### config.mk
export PLATFORM = sky130hd
export DESIGN_NAME = seg_cache_loader
export DESIGN_NICKNAME = d
export VERILOG_FILES = /design/src/rtl/segc_pkg.sv /design/src/rtl/segc_desc_decode.sv /design/src/rtl/segc_load_rules.sv /design/src/rtl/segc_entry_reg.sv /design/src/rtl/seg_cache_loader.sv
export SDC_FILE = /design/constraint.sdc
export NUM_CORES = 1
export LEC_CHECK = 0
export ABC_AREA = 1
export BUFFER_PORTS_ARGS = -buffer_cell sky130_fd_sc_hd__buf_2
export CELL_PAD_IN_SITES_DETAIL_PLACEMENT = 0
export CELL_PAD_IN_SITES_GLOBAL_PLACEMENT = 1
export CORE_MARGIN = 4
export CORE_UTILIZATION = 40
export CTS_CLUSTER_DIAMETER = 80
export DETAILED_ROUTE_END_ITERATION = 10
export MAX_ROUTING_LAYER = met4
export PLACE_DENSITY_LB_ADDON = 0.1
export SLEW_MARGIN = 20
export SYNTH_ARGS = -nofsm -noshare
export SYNTH_HDL_FRONTEND = slang
export SYNTH_HIERARCHICAL = 1
export SYNTH_SLANG_ARGS = --single-unit
### constraint.sdc
create_clock -name clk -period 4 [get_ports clk]
set_input_delay 0.6 -clock clk [delete_from_list [all_inputs] [get_ports clk]]
set_output_delay 0.6 -clock clk [all_outputs]
set_load 0.01 [all_outputs]
### src/rtl/segc_pkg.sv
// Package: shared types and constants for the segment descriptor cache.
// Assumes a 32-bit linear base and limit and a 64-bit descriptor in the
// conventional split-field layout.
package segc_pkg;

    localparam int ADDR_W = 32;
    localparam int ACC_W  = 8;
    localparam int DESC_W = 64;

    // Descriptor field positions
    localparam int D_LIM_LO_MSB = 15;
    localparam int D_BASE_LO_LSB = 16;
    localparam int D_BASE_LO_MSB = 39;
    localparam int D_ACC_LSB    = 40;
    localparam int D_ACC_MSB    = 47;
    localparam int D_LIM_HI_LSB = 48;
    localparam int D_LIM_HI_MSB = 51;
    localparam int D_SIZE_BIT   = 54;
    localparam int D_GRAN_BIT   = 55;
    localparam int D_BASE_HI_LSB = 56;
    localparam int D_BASE_HI_MSB = 63;

    // Access byte bit positions
    localparam int A_PRESENT = 7;
    localparam int A_CLASS   = 4;
    localparam int A_EXEC    = 3;

    localparam logic [ACC_W-1:0]  RM_ACCESS = 8'h93;
    localparam logic [ADDR_W-1:0] RM_LIMIT  = 32'h0000_FFFF;

    typedef struct packed {
        logic [ADDR_W-1:0] base;
        logic [ADDR_W-1:0] limit;
        logic [ACC_W-1:0]  access;
        logic              dsize;
    } seg_ent_t;

    typedef struct packed {
        logic     present;
        logic     code_data;
        logic     exec;
        seg_ent_t ent;
    } desc_info_t;

    typedef enum logic [1:0] {
        FLT_NONE = 2'd0,
        FLT_GP   = 2'd1,
        FLT_NP   = 2'd2
    } flt_kind_t;

    localparam seg_ent_t RST_ENT = '{
        base:   '0,
        limit:  RM_LIMIT,
        access: RM_ACCESS,
        dsize:  1'b0
    };

endpackage

### src/rtl/segc_desc_decode.sv
// Module: segc_desc_decode
// Unpacks a 64-bit descriptor into cache-entry form and applies the
// granularity scaling to the limit. Purely combinational.
// Assumes the descriptor has already been fetched and is stable.
module segc_desc_decode
    import segc_pkg::*;
(
    input  logic [DESC_W-1:0] desc_i,
    output desc_info_t        info_o
);

    logic [19:0] raw_lim;
    logic        unused_bits;

    // Spare descriptor bits carry no meaning for the cache
    assign unused_bits = ^desc_i[D_SIZE_BIT-1:D_LIM_HI_MSB+1];

    // Field extraction and limit scaling
    always_comb begin
        raw_lim = {desc_i[D_LIM_HI_MSB:D_LIM_HI_LSB], desc_i[D_LIM_LO_MSB:0]};
        info_o.ent.base = {desc_i[D_BASE_HI_MSB:D_BASE_HI_LSB],
                           desc_i[D_BASE_LO_MSB:D_BASE_LO_LSB]};
        if (desc_i[D_GRAN_BIT]) begin
            info_o.ent.limit = {raw_lim, 12'hFFF};
        end else begin
            info_o.ent.limit = {12'h000, raw_lim};
        end
        info_o.ent.access = desc_i[D_ACC_MSB:D_ACC_LSB];
        info_o.ent.dsize  = desc_i[D_SIZE_BIT];
        info_o.present    = desc_i[D_ACC_LSB + A_PRESENT];
        info_o.code_data  = desc_i[D_ACC_LSB + A_CLASS];
        info_o.exec       = desc_i[D_ACC_LSB + A_EXEC];
    end

endmodule

### src/rtl/segc_load_rules.sv
// Module: segc_load_rules
// Decides, for one load request, the next value of the addressed entry,
// whether it is written and which fault (if any) is raised.
// Assumes old_ent_i is the current content of the addressed entry.
module segc_load_rules
    import segc_pkg::*;
#(
    parameter int NUM_SEG = 6,
    parameter int SEG_W   = 3,
    parameter int SEL_W   = 16,
    parameter int CS_IDX  = 0
) (
    input  logic             req_valid_i,
    input  logic [SEG_W-1:0] seg_i,
    input  logic [SEL_W-1:0] sel_i,
    input  logic             prot_i,
    input  logic             farjmp_i,
    input  desc_info_t       info_i,
    input  seg_ent_t         old_ent_i,
    output logic             wr_en_o,
    output seg_ent_t         new_ent_o,
    output flt_kind_t        flt_o
);

    localparam logic [SEG_W:0]   NUM_CODE = NUM_SEG[SEG_W:0];
    localparam logic [SEG_W-1:0] CS_CODE  = CS_IDX[SEG_W-1:0];
    localparam int               PAD_W    = ADDR_W - SEL_W - 4;

    logic in_range;
    logic is_cs;
    logic [ADDR_W-1:0] rm_base;

    // Index classification and real-mode base
    always_comb begin
        in_range = ({1'b0, seg_i} < NUM_CODE);
        is_cs    = (seg_i == CS_CODE);
        rm_base  = {{PAD_W{1'b0}}, sel_i, 4'h0};
    end

    // Mode-specific update and protection checks
    always_comb begin
        new_ent_o = old_ent_i;
        wr_en_o   = 1'b0;
        flt_o     = FLT_NONE;
        if (req_valid_i && in_range) begin
            if (!prot_i) begin
                new_ent_o.base = rm_base;
                if (is_cs && farjmp_i) begin
                    new_ent_o.access = RM_ACCESS;
                end
                wr_en_o = 1'b1;
            end else if (!info_i.code_data) begin
                flt_o = FLT_GP;
            end else if (info_i.exec != is_cs) begin
                flt_o = FLT_GP;
            end else if (!info_i.present) begin
                flt_o = FLT_NP;
            end else begin
                new_ent_o = info_i.ent;
                wr_en_o   = 1'b1;
            end
        end
    end

endmodule

### src/rtl/segc_entry_reg.sv
// Module: segc_entry_reg
// One cache entry register with write enable and reset to the
// real-mode data segment value.
module segc_entry_reg
    import segc_pkg::*;
(
    input  logic     clk,
    input  logic     rst_n,
    input  logic     wr_en_i,
    input  seg_ent_t d_i,
    output seg_ent_t q_o
);

    // Hold or update the entry
    always_ff @(posedge clk) begin
        if (!rst_n) begin
            q_o <= RST_ENT;
        end else if (wr_en_i) begin
            q_o <= d_i;
        end
    end

endmodule

### src/rtl/seg_cache_loader.sv
// Module: seg_cache_loader
// Top of the segment descriptor cache. Holds NUM_SEG entries, applies one
// load request per cycle, and reports protection faults as a registered
// one-cycle pulse. Assumes descriptors are fetched by the requester.
module seg_cache_loader
    import segc_pkg::*;
#(
    parameter int NUM_SEG = 6,
    parameter int SEG_W   = 3,
    parameter int SEL_W   = 16,
    parameter int VEC_W   = 8,
    parameter int CS_IDX  = 0,
    parameter int NP_VEC  = 11,
    parameter int GP_VEC  = 13
) (
    input  logic                      clk,
    input  logic                      rst_n,
    input  logic                      ld_valid,
    input  logic [SEG_W-1:0]          ld_seg,
    input  logic [SEL_W-1:0]          ld_sel,
    input  logic                      ld_prot,
    input  logic                      ld_farjmp,
    input  logic [DESC_W-1:0]         ld_desc,
    output logic [NUM_SEG*ADDR_W-1:0] seg_base,
    output logic [NUM_SEG*ADDR_W-1:0] seg_limit,
    output logic [NUM_SEG*ACC_W-1:0]  seg_access,
    output logic [NUM_SEG-1:0]        seg_dsize,
    output logic                      fault_valid,
    output logic [VEC_W-1:0]          fault_vec
);

    localparam logic [VEC_W-1:0] NP_CODE = NP_VEC[VEC_W-1:0];
    localparam logic [VEC_W-1:0] GP_CODE = GP_VEC[VEC_W-1:0];

    seg_ent_t            ents [NUM_SEG];
    seg_ent_t            old_ent;
    seg_ent_t            new_ent;
    desc_info_t          info;
    flt_kind_t           flt;
    logic                wr_en;
    logic [NUM_SEG-1:0]  wr_sel;

    // Descriptor unpacking
    segc_desc_decode u_dec (
        .desc_i (ld_desc),
        .info_o (info)
    );

    // Read the addressed entry and steer the write enable
    always_comb begin
        old_ent = RST_ENT;
        wr_sel  = '0;
        for (int i = 0; i < NUM_SEG; i++) begin
            if (ld_seg == i[SEG_W-1:0]) begin
                old_ent   = ents[i];
                wr_sel[i] = wr_en;
            end
        end
    end

    // Load rules and protection checks
    segc_load_rules #(
        .NUM_SEG (NUM_SEG),
        .SEG_W   (SEG_W),
        .SEL_W   (SEL_W),
        .CS_IDX  (CS_IDX)
    ) u_rules (
        .req_valid_i (ld_valid),
        .seg_i       (ld_seg),
        .sel_i       (ld_sel),
        .prot_i      (ld_prot),
        .farjmp_i    (ld_farjmp),
        .info_i      (info),
        .old_ent_i   (old_ent),
        .wr_en_o     (wr_en),
        .new_ent_o   (new_ent),
        .flt_o       (flt)
    );

    // Entry storage, one register per segment
    for (genvar g = 0; g < NUM_SEG; g++) begin : g_ent
        segc_entry_reg u_ent (
            .clk     (clk),
            .rst_n   (rst_n),
            .wr_en_i (wr_sel[g]),
            .d_i     (new_ent),
            .q_o     (ents[g])
        );
        assign seg_base[g*ADDR_W +: ADDR_W]  = ents[g].base;
        assign seg_limit[g*ADDR_W +: ADDR_W] = ents[g].limit;
        assign seg_access[g*ACC_W +: ACC_W]  = ents[g].access;
        assign seg_dsize[g]                  = ents[g].dsize;
    end

    // Registered one-cycle fault report
    always_ff @(posedge clk) begin
        if (!rst_n) begin
            fault_valid <= 1'b0;
            fault_vec   <= '0;
        end else begin
            fault_valid <= (flt != FLT_NONE);
            case (flt)
                FLT_NP:  fault_vec <= NP_CODE;
                FLT_GP:  fault_vec <= GP_CODE;
                default: fault_vec <= '0;
            endcase
        end
    end

endmodule

; After elaboration in Yosys (flattened, before gate mapping)
; Index checks and enable logic that the tools add are counted.
[word_totals]
ff_bits = 447
latchBits = 0
mem_bits_rw = 0
mem_bits_ro = 0
inputBits = 88
output_inout_bits = 447
wordCells = 72
memories = 0
[op_classes]
addsub = 0
multipliers = 0
div = 0
n_lt_le_gt_ge = 1
eq_ne = 8
n_shift = 0
muxes = 33
bitwise = 0
n_reduce_logical = 4
[op_table]
columns = op, n
row1 = $mux 73, 10
row2 = $mux 32, 3
row3 = $mux 8, 2
row4 = $mux 1, 12
row5 = $mux 2, 5
row6 = $pmux 4 s2, 1
row7 = $eq 3x2->1 const B, 2
row8 = $eq 3x3->1 const B, 2
row9 = $eq 3x1->1 const B, 1
row10 = $logic_not 3->1, 1
row11 = $lt 3x3->1 const B, 1
row12 = $eq 2x1->1 const B, 1
row13 = $eq 2x2->1 const B, 1
row14 = $logic_and 1x1->1, 2
row15 = $reduce_bool 2->1, 1
row16 = $ne 1x1->1, 1

; Logic depth before layout (Yosys ltp)
[depth]
depth_word = 12
ltp_mapped = 16
depth_no_buf = 14

; Modules after synthesis
; Netlist, hierarchy kept.
[by_module_without_submodules]
columns = module, instances, cells_per_inst, area_per_inst_um2, seq_area_each_um2
row1 = segc_entry_reg, 6, 423, 2864.0, 1461.4
row2 = seg_cache_loader, 1, 878, 3960.0, 80.1
row3 = segc_load_rules, 1, 325, 1486.4, 0.0
row4 = segc_desc_decode, 1, 108, 606.8, 0.0

; Worst setup path after synthesis
; No wires, ideal clock.
[synth_timing]
path_kind = input -> register
start = in ld_seg[1]
end = reg g_ent[0].u_ent/q_o[6] (netlist bit)
setup_ns = 0.064
arrival_time_ns = 2.254
t_required_ns = 3.936
slack_ns = 1.683
stages = 12
n_path_buf = 2
path_cell_list = buf_4 > inv_1 > nor3_4 > clkbuf_1 > nand2_1 > nand4_1 > mux2i_1 > o21ai_0 > inv_1 > nand2_1 > nand2_1 > nor2_1
[synth_rtl]
columns = element, line
row1 = start: declaration, seg_cache_loader.sv:19  ; input logic [SEG_W-1:0] ld_seg,
row2 = end signal: assignment, segc_entry_reg.sv:19  ; q_o <= d_i;
row3 = end: declaration, segc_entry_reg.sv:11  ; output seg_ent_t q_o

; Worst setup path after layout
[layout_timing]
start = in ld_seg[1]
end = reg g_ent[1].u_ent/q_o[2] (netlist bit)
[layout_between]
word_cells_on_any_way = 27
cone_classes = order compare: 1 / eq/ne: 6 / mux: 17 / reduce/logical: 3
[layout_rtl]
columns = element, line
row1 = $logic_not 3->1, segc_load_rules.sv:36  ; is_cs = (seg_i == CS_CODE);
row2 = $ne 1x1->1, segc_load_rules.sv:54  ; end else if (info_i.exec != is_cs) begin
row3 = $mux 1, segc_load_rules.sv:54
row4 = $mux 1, segc_load_rules.sv:52  ; end else if (!info_i.code_data) begin
row5 = $mux 1, segc_load_rules.sv:46  ; if (!prot_i) begin
row6 = $mux 1 *, segc_load_rules.sv:45  ; if (req_valid_i && in_range) begin
row7 = net wr_en, seg_cache_loader.sv:40  ; logic wr_en;
row8 = $mux 1 *, seg_cache_loader.sv:54  ; if (ld_seg == i[SEG_W-1:0]) begin
row9 = net wr_sel[1], seg_cache_loader.sv:41  ; logic [NUM_SEG-1:0] wr_sel;
row10 = end signal: assignment, segc_entry_reg.sv:19
row11 = end: declaration, segc_entry_reg.sv:11
; The timed path passes the listed nets; every way through them passes the cells marked *.
; A chain may end at the register's enable or synchronous reset.

==> metrics.md <==
| Metric | Value |
|---|---|
| Fmax | `329.7 MHz` |
| Post_cts resized | `0` |
| Routed Wire Length | `92.31 mm` |
| Hold WS | `0.4580 ns` |
| Die Wd | `249.0 µm` |
| Hold Violations, Final | `0` |
| CP max FO | `20` |
| Cell area after synthesis | `23240 µm²` |
| Num CTS Buffers | `52` |
| Placer congestion estimate | `0.8505` |
| First-pass GRT wire length | `137.6 mm` |
| Largest net degree at the start of global routing | `118` |
| Vias in the first global route | `21620` |
| Status | `complete, no violations` |
| Syn Area/Cell | `6.037 µm²` |
| Critical Path Source Type | `input pin` |
| Power per Cell Area | `375.7 nW/µm²` |
| Cell variety after synth | `31` |
| Unrepaired setup endpoints after global routing | `no` |
| First-pass iteration count of the detailed router | `5` |
| Setup ws final | `0.9672 ns` |
| HPWL after DPL | `61.10 mm` |
| Row count | `88` |
| # port buffers | `528` |
| Tmin final | `3.033 ns` |
| Syn Inst Count | `3849` |
| Placed instance count | `4915` |
| Remaining global-route overflow | `0` |
| Top Ports | `535` |
| 1st-iter DRT viols | `1688` |
| Starting Density | `40.35%` |
| CP required | `4.45 ns` |
| Die area | `62010 µm²` |
| Multi-input logic area | `11000 µm²` |
| Clock sinks | `442` |
| Clock transition at path regs | `0.06 ns` |
| Slew Viols, Final | `0` |
| EDFF count, synth | `0` |
| Worst-case clock skew | `0.01575 ns` |
| Hold Crit Class | `input pin to flip-flop` |
| WP data arrival | `3.48 ns` |
| Crit path kind | `input pin to flip-flop` |
| Slew margin rel. | `33.41%` |
| Synth area leaders | `dfxtp_1 38%, nand2_1 23%, nor2_1 13%` |
| Commonest cells post-synth | `1395 x nand2_1, 797 x nor2_1, 450 x inv_1` |
| # fillers | `6415` |
| DRC violations left | `0` |
| Yosys Warn Count | `6` |
| Cts hold-fix bufs | `0` |
| Initial antenna violation count | `7` |
| CTS tree | `built` |
| Final worst path period share | `75.82%` |
| Yosys reg bits | `442` |
| Top-area cell type share of the netlist area | `38.08%` |
| Ys flop type | `dfxtp_1` |
| Setup violations, final | `0` |
| Most numerous cell in the Yosys netlist | `nand2_1` |
| CP Capture Type | `flip-flop` |
| Pre-CTS WS | `0.3783 ns` |
| Async SR Flop Fraction | `0%` |
| H-tree depth | `2` |
| Vias | `23770` |
| Static Leak | `13.34 nW` |
| Wire length per cell | `18.40 µm` |
| GRT Overall Usage | `29.14%` |
| Clock root buffer | `clkbuf_16` |
| Worst slew pin tran | `0.9977 ns` |
| Area grow syn2layout | `18.18%` |
| Fin Setup TNS | `0 ns` |
| Die Y | `249.0 µm` |
| Clock buffer depth | `3` |
| Vias per inst | `4.737` |
| Register area | `8848 µm²` |
| Max IR drop VDD | `0.2755 mV` |
| Maxcap violations | `0` |
| Post-route ant nets | `0` |
| Core area | `57590 µm²` |
| Worst skew pair latency | `0.60 ns` |
| Proportion of layout cells with a drive suffix above 1 | `16.11%` |
| Post-CTS setup buffer count | `0` |
| Nets | `4295` |
| Sequential fraction of the synthesis area | `38.08%` |
| Non-Filler Instances | `5017` |
| Largest area contributor in the synthesized netlist | `dfxtp_1` |
==> worst max-delay path, stage by stage <==
cell,delay [ns]
buf_2,0.21
nor2_2,0.21
nand2_2,0.07
nand2_2,0.12
nand4_4,0.27
nand2_1,0.25
nand2_2,0.08
inv_1,0.05
inv_1,0.16
nor4_2,0.57
inv_1,0.62
nand2_1,0.19
nand3_1,0.08
==> path summary, 6_finish.rpt <==
| kind | start | to | slack [ns] | cells after the start |
|---|---|---|---|---|
| max | ld_seg[1] | g_ent[1].u_ent/q_o[2] | 0.97 | 13 |
| min | rst_n | g_ent[2].u_ent/q_o[9] | 0.46 | 2 |
| max reg2reg | g_ent[0].u_ent/q_o[3] | g_ent[4].u_ent/q_o[3] | 2.35 | 11 |
| min reg2reg | g_ent[1].u_ent/q_o[18] | g_ent[1].u_ent/q_o[18] | 0.47 | 2 |
==> per-layer routing <==
metal	up-vias	global-route usage [%]	part of all wire, %
li1	12180	-	-
met1	10720	35.86	42
met2	751	48.22	47
met3	122	6.786	7.7
met4	0	8.129	2.8
met5	-	-	0
==> power breakdown <==
group	internal (mW)	leakage [nW]	total, mW	switching (mW)
sequential	4.50	3.58	4.58	0.0785
combinational	0.313	8.95	1.04	0.729
clock	2.74	0.812	4.70	1.96
==> state kept, by name, indices dropped and copies added (netlist names) <==
name,cells
fault_valid,1
fault_vec,3
g_ent.u_ent/q_o,438
==> final cells by class <==
| cell class | count | share of cell area, % |
|---|---|---|
| Clock buffer | 85 | 5.741 |
| Inverter | 455 | 6.242 |
| Antenna cell | 7 | 0.06379 |
| Tap cell | 765 | 3.486 |
| Sequential cell | 442 | 32.22 |
| Timing Repair Buffer | 580 | 11.86 |
| Clock inverter | 10 | 0.3189 |
| Multi-Input combinational cell | 2673 | 40.07 |
==> kinds of logic after synthesis <==
| logic type | Yosys count | synth area share [%] |
|---|---|---|
| flops | 442 | 38.08 |
| mux | 4 | 0.1723 |
| fa+ha+maj | 3 | 0.1616 |
| compound gates | 40 | 0.8615 |
| other cells | 1 | 0.01614 |
| buf+inv | 737 | 14.91 |
| simple gates | 2622 | 45.79 |
==> through the flow <==
stage / cell area, µm² / total power, mW / utilization, %
floorplan: 23250 / 5.338 / -
global placement: 25780 / 5.709 / 44.77
detailed placement: 25780 / 5.711 / 44.77
CTS: 27440 / 10.44 / 47.66
global route: 27460 / 10.72 / 47.69
finish: 27460 / 10.32 / 47.69
==> placed cells by master, fill, tap and decap left out, types with 25 or more instances in the layout <==
cell type,instances
nand2_1,1395
buf_2,527
nor2_1,794
dfxtp_1,442
nand3b_1,35
nand3_1,309
o21ai_0,25
inv_1,450
buf_4,35
clkbuf_16,53
nand4_1,54
(Power assumes the default switching activity.)
